`src/rtl/iow_pkg.sv`:
```
package iow_pkg;

    localparam int SELW = 2;

    localparam logic [SELW-1:0] SEL_ADDR = 2'd0;
    localparam logic [SELW-1:0] SEL_DATA = 2'd1;
    localparam logic [SELW-1:0] SEL_CTRL = 2'd2;
    localparam logic [SELW-1:0] SEL_OWN  = 2'd3;

    localparam int CTRL_EN_BIT  = 0;
    localparam int CTRL_OWN_BIT = 8;

    typedef enum logic [1:0] {
        ST_IDLE  = 2'd0,
        ST_ISSUE = 2'd1,
        ST_READY = 2'd2
    } xact_state_e;

endpackage

```
`src/rtl/iow_cfg.sv`:
```
module iow_cfg #(
    parameter int AW = 32,
    parameter int DW = 32
) (
    input  logic                    clk,
    input  logic                    rst_n,
    input  logic                    p_req,
    input  logic                    p_from_sec,
    input  logic                    p_wr,
    input  logic [iow_pkg::SELW-1:0] p_sel,
    input  logic [DW-1:0]           p_wdata,
    input  logic                    cpl,
    output logic [AW-1:0]           addr_q,
    output logic                    en_q,
    output logic                    own_q
);
    import iow_pkg::*;

    logic addr_we, ctrl_we, own_claim;

    always_comb begin
        addr_we   = p_req && p_wr && (p_sel == SEL_ADDR);
        ctrl_we   = p_req && p_wr && (p_sel == SEL_CTRL);
        own_claim = p_req && !p_wr && !p_from_sec && (p_sel == SEL_OWN);
    end

    always_ff @(posedge clk) begin
        if (!rst_n) begin
            addr_q <= '0;
            en_q   <= 1'b0;
            own_q  <= 1'b0;
        end else begin
            if (addr_we) addr_q <= p_wdata[AW-1:0];
            if (ctrl_we) en_q   <= p_wdata[CTRL_EN_BIT];
            if (cpl)            own_q <= 1'b0;
            else if (own_claim) own_q <= 1'b1;
        end
    end

endmodule

```
`src/rtl/iow_xact.sv`:
```
module iow_xact #(
    parameter int AW = 32,
    parameter int DW = 32,
    localparam int BEW = DW / 8
) (
    input  logic           clk,
    input  logic           rst_n,
    input  logic           acc_vld,
    input  logic           acc_wr,
    input  logic [BEW-1:0] acc_be,
    input  logic [DW-1:0]  acc_wdata,
    input  logic [AW-1:0]  win_addr,
    output logic           acc_retry,
    output logic           acc_cpl,
    output logic [DW-1:0]  data_q,
    output logic           s_req,
    output logic           s_wr,
    output logic [AW-1:0]  s_addr,
    output logic [BEW-1:0] s_be,
    output logic [DW-1:0]  s_wdata,
    input  logic           s_done,
    input  logic [DW-1:0]  s_rdata
);
    import iow_pkg::*;

    xact_state_e state_q, state_d;
    logic        wr_q;
    logic [BEW-1:0] be_q;
    logic [AW-1:0]  addr_lq;
    logic        match;

    // state register and datapath latches
    always_ff @(posedge clk) begin
        if (!rst_n) begin
            state_q <= ST_IDLE;
            wr_q    <= 1'b0;
            be_q    <= '0;
            addr_lq <= '0;
            data_q  <= '0;
        end else begin
            state_q <= state_d;
            if (state_q == ST_IDLE && acc_vld) begin
                wr_q    <= acc_wr;
                be_q    <= acc_be;
                addr_lq <= win_addr;
                if (acc_wr) data_q <= acc_wdata;
            end
            if (state_q == ST_ISSUE && s_done && !wr_q) data_q <= s_rdata;
        end
    end

    // next state and outputs
    always_comb begin
        state_d   = state_q;
        acc_retry = 1'b0;
        acc_cpl   = 1'b0;
        match     = acc_vld && (acc_wr == wr_q) && (acc_be == be_q);
        unique case (state_q)
            ST_IDLE: begin
                if (acc_vld) begin
                    acc_retry = 1'b1;
                    state_d   = ST_ISSUE;      // LAUNCH
                end
            end
            ST_ISSUE: begin
                acc_retry = acc_vld;
                if (s_done) state_d = ST_READY; // FINISH
            end
            ST_READY: begin
                if (match) begin
                    acc_cpl = 1'b1;
                    state_d = ST_IDLE;          // DELIVER
                end else begin
                    acc_retry = acc_vld;
                end
            end
            default: state_d = ST_IDLE;
        endcase
    end

    always_comb begin
        s_req   = (state_q == ST_ISSUE);
        s_wr    = wr_q;
        s_addr  = addr_lq;
        s_be    = be_q;
        s_wdata = data_q;
    end

endmodule

```
`src/rtl/iow_ctrl.sv`:
```
module iow_ctrl #(
    parameter int AW = 32,
    parameter int DW = 32,
    localparam int BEW = DW / 8
) (
    input  logic                     clk,
    input  logic                     rst_n,
    input  logic                     p_req,
    input  logic                     p_from_sec,
    input  logic                     p_io,
    input  logic                     p_wr,
    input  logic [iow_pkg::SELW-1:0] p_sel,
    input  logic [BEW-1:0]           p_be,
    input  logic [DW-1:0]            p_wdata,
    output logic                     p_rsp_vld,
    output logic                     p_rsp_retry,
    output logic [DW-1:0]            p_rsp_rdata,
    output logic                     s_req,
    output logic                     s_wr,
    output logic [AW-1:0]            s_addr,
    output logic [BEW-1:0]           s_be,
    output logic [DW-1:0]            s_wdata,
    input  logic                     s_done,
    input  logic [DW-1:0]            s_rdata
);
    import iow_pkg::*;

    logic [AW-1:0] addr_q;
    logic          en_q, own_q;
    logic          data_ok, acc_retry, acc_cpl;
    logic [DW-1:0] data_q;
    logic [DW-1:0] rdata_d;

    assign data_ok = p_req && (p_sel == SEL_DATA) && p_io && !p_from_sec && en_q;

    iow_cfg #(.AW(AW), .DW(DW)) cfg_i (
        .clk(clk), .rst_n(rst_n), .p_req(p_req), .p_from_sec(p_from_sec),
        .p_wr(p_wr), .p_sel(p_sel), .p_wdata(p_wdata), .cpl(acc_cpl),
        .addr_q(addr_q), .en_q(en_q), .own_q(own_q)
    );

    iow_xact #(.AW(AW), .DW(DW)) xact_i (
        .clk(clk), .rst_n(rst_n), .acc_vld(data_ok), .acc_wr(p_wr),
        .acc_be(p_be), .acc_wdata(p_wdata), .win_addr(addr_q),
        .acc_retry(acc_retry), .acc_cpl(acc_cpl), .data_q(data_q),
        .s_req(s_req), .s_wr(s_wr), .s_addr(s_addr), .s_be(s_be),
        .s_wdata(s_wdata), .s_done(s_done), .s_rdata(s_rdata)
    );

    always_comb begin
        rdata_d = '0;
        if (!p_wr) begin
            unique case (p_sel)
                SEL_ADDR: rdata_d[AW-1:0] = addr_q;
                SEL_DATA: if (acc_cpl) rdata_d = data_q;
                SEL_CTRL: begin
                    rdata_d[CTRL_EN_BIT]  = en_q;
                    rdata_d[CTRL_OWN_BIT] = own_q;
                end
                SEL_OWN:  rdata_d[0] = own_q;
                default:  rdata_d = '0;
            endcase
        end
    end

    always_ff @(posedge clk) begin
        if (!rst_n) begin
            p_rsp_vld   <= 1'b0;
            p_rsp_retry <= 1'b0;
            p_rsp_rdata <= '0;
        end else begin
            p_rsp_vld   <= p_req;
            p_rsp_retry <= p_req && acc_retry;
            p_rsp_rdata <= p_req ? rdata_d : '0;
        end
    end

endmodule

```
`config.mk`:
```
export PLATFORM = sky130hd
export DESIGN_NAME = iow_ctrl
export DESIGN_NICKNAME = d
export VERILOG_FILES = /design/src/rtl/iow_pkg.sv /design/src/rtl/iow_cfg.sv /design/src/rtl/iow_xact.sv /design/src/rtl/iow_ctrl.sv
export SDC_FILE = /design/constraint.sdc
export NUM_CORES = 1
export LEC_CHECK = 0
export ABC_AREA = 1
export BUFFER_PORTS_ARGS = -buffer_cell sky130_fd_sc_hd__buf_2
export CAP_MARGIN = 25
export CORE_UTILIZATION = 40
export DETAILED_ROUTE_END_ITERATION = 8
export SLEW_MARGIN = 40
export SYNTH_ARGS = -nofsm -noshare
export SYNTH_HDL_FRONTEND = slang
export SYNTH_SLANG_ARGS = --single-unit
```
`constraint.sdc`:
```
create_clock -name clk -period 2 [get_ports clk]
set_input_delay 0 -clock clk [delete_from_list [all_inputs] [get_ports clk]]
set_output_delay 0 -clock clk [all_outputs]
set_load 0.02 [all_outputs]
```
==> results.toml <==
[floorplanning]
die_w_um = 123
pin_count = 181
die_y_um = 123
die_area_mm2 = 0.0150
coreArea_mm2 = 0.0140
initial_core_util = 0.414
row_count = 43

[synthesis]
synth_area_mm2 = 0.00581
syn_nets = 910
synth_seq_cells = 139
avgSynthCellArea_um2 = 6.98
synthCells = 833
yosysSeqAreaShare = 0.479
yosysUniqueCellTypes = 21
yosys_warnings = 0

[place]
dp_cells = 1157
numPortBuffers = 180
finalWeightedCongestion = 0.796
place_hpwl_mm = 12.0

[grt]
grt_pass1_wl_mm = 29.8
grt_overflow = 0
track_usage = 0.260
grt_max_degree = 53
antenna_found_initial = 0
grt_pass1_vias = 5834

[worst_setup_path]
cp-start-kind = "flip-flop"
worstSetupPathType = "flip-flop to flip-flop"
cp-end-kind = "flip-flop"
crit_fanout = 20
cp_data_required_time_ps = 2350
cp.arrival_ps = 2080

[timing]
setup_violations = 0
min_period_ps = 1730
slew_headroom = 0.557
max_freq_mhz = 577
timing.hold.ws_ps = 40.9
setup-tns-final_ps = 0
rsz0062_at_grt = "false"
final_hold_viol_count = 0
fin_worst_skew_ps = 4.92
fin_crit_sh = 0.866
worst_pin_slew_ps = 663
slew_violations = 0

[drt]
post_drt_wl_per_cell_um = 15.2
via_per_inst = 5.03
antenna_left = 0
drc_errors = 0
vias = 6357
routed_wirelength_mm = 19.2
drt_iter0_drc = 447
drtPass1Iterations = 5

[pwr]
ir_drop_mv = 0.578
p_clk_frac = 0.488
p_sw_uw = 1390
cellLeakagePower_uw = 0.00369
seq_power_share = 0.446
p_total_uw = 6320
swShare = 0.219
powerDensity_mw_per_mm2 = 765
power.internal_uw = 4930
combPwrFrac = 0.066

[cells_and_area]
n_antenna_cell = 0
final_layout_size_suffix_gt1_frac = 0.229
num-fill-cells = 1345
finalNonFillerCells = 1264
seqCellArea_mm2 = 0.00278
multi_input_area_mm2 = 0.00250
area_growth_pct = 42.1
finalCoreUtilization = 0.588
nets = 1148

[clock_network]
numClockSinks = 139
cts_htree_levels = 4
cts_root_buf = "clkbuf_16"
worst_skew_pair.late_latency_ps = 420
cts_tree = "done"
path_clk_slew_ps = 60
cts_buffers = 17
cts_max_path_buffers = 2

[min_path]
hold_path.class = "input pin to flip-flop"

[flow_run]
maxCapViolCount = 0

[outcome]
status = "completed"
[layout by cell type (no fill, tap or decap)]
cell type	netlist	routed
clkinv_2	0	6
nand2_2	1	2
nor2_1	107	103
inv_1	84	82
bufinv_16	0	1
buf_2	3	180
dlygate4sd3_1	0	75
o21ai_1	4	4
buf_12	0	2
clkbuf_1	45	1
o21ai_0	71	71
clkbuf_8	0	7
nand3b_4	0	1
nor2_4	3	6
nand3_2	1	1
nand4_1	1	1
nand3_1	97	97
a21oi_1	107	107
or2_2	1	1
buf_4	6	20
inv_2	1	3
nor3_1	1	1
xnor2_1	1	1
nor2_2	0	1
dfxtp_1	139	139
nand2_1	155	154
clkbuf_16	0	17
[state kept, by name, summed over array words and instances (netlist names)]
| name | flops |
|---|---|
| cfg_i.addr_q | 32 |
| cfg_i.en_q | 1 |
| cfg_i.own_q | 1 |
| p_rsp_rdata | 32 |
| p_rsp_retry | 1 |
| p_rsp_vld | 1 |
| xact_i.data_q | 32 |
| xact_i.s_addr | 32 |
| xact_i.s_be | 4 |
| xact_i.s_wr | 1 |
| xact_i.state_q | 2 |
[layer usage]
metal	routed length (µm)	vias up	GRT usage	part of all wire
met5	0	-	0	0
met4	212	0	0.0747	0.011
met1	8560	2939	0.339	0.45
li1	-	3146	-	-
met2	9090	255	0.427	0.47
met3	1370	17	0.0618	0.071
[layout make-up]
type | count | area share
inverter | 85 | 0.0386
multi-input combinational | 551 | 0.303
tap | 180 | 0.0273
clock inverter | 7 | 0.00727
clock buffer | 25 | 0.0636
sequential | 139 | 0.337
timing repair buffer | 277 | 0.223
[critical path, stage by stage (launching register included)]
cell and delay, ps:
dfxtp_1 450, inv_2 80, nor2_4 140, nand3b_4 270
nand2_1 190, buf_4 300, nand2_1 90, a21oi_1 130
[cells in the mapped netlist]
master	n	area share
nand3_1	97	0.084
inv_1	84	0.054
buf_1	4	0.0026
nor3_1	1	0.00086
o21ai_0	71	0.061
nand3b_2	1	0.0019
nor2_4	3	0.0058
or2_2	1	0.0011
buf_4	6	0.0077
o21ai_1	4	0.0034
buf_2	3	0.0026
nand3_2	1	0.0017
xnor2_1	1	0.0015
a21oi_1	107	0.092
dfxtp_1	139	0.48
nor2_1	107	0.069
inv_2	1	0.00065
clkbuf_1	45	0.029
nand2_1	155	0.10
nand2_2	1	0.0011
nand4_1	1	0.0011
[metrics by stage]
stage          setup WS, ps  area [µm²]
2_1_floorplan           550        5810
3_3_place_gp            366        6920
3_5_place_dp            295        6920
4_1_cts                 281        8260
5_1_grt                94.8        8260
6_report                268        8260
[power groups by stage]
stage	clock, µW	sequential [µW]	combinational, µW
after floorplan	0	2880	143
after global placement	0	2880	300
after CTS	3120	2820	413
after global routing	3250	2820	460
final	3080	2820	420
after detailed placement	0	2880	300
[path summary, 6_finish.rpt]
path | startpoint | to | slack, ps | depth (start not counted)
max | xact_i.state_q[0]$_SDFFE_PN0P_ | xact_i.data_q[9]$_SDFFE_PN0P_ | 270 | 7
min | p_sel[0] | p_rsp_retry$_SDFF_PN0_ | 40 | 5
max reg2reg | xact_i.state_q[0]$_SDFFE_PN0P_ | xact_i.data_q[9]$_SDFFE_PN0P_ | 270 | 7
min reg2reg | xact_i.s_addr[9]$_SDFFE_PN0P_ | xact_i.s_addr[9]$_SDFFE_PN0P_ | 460 | 2
[timing repair]
action / 4_1_cts / 5_1_grt
gates resized for setup: 0 / 0
hold buffers: 75 / 0
setup buffers: 0 / 0
hold endpoints to repair: 74 / 0
[logic make-up (layout without fill, tap and decap cells)]
logic type,count (synthesis),after routing,synth area share
buf+inv,143,394,0.0969
simple gates,368,368,0.266
xor+xnor,1,1,0.00151
flops,139,139,0.479
compound gates,182,182,0.157
(Power assumes the default switching activity.)
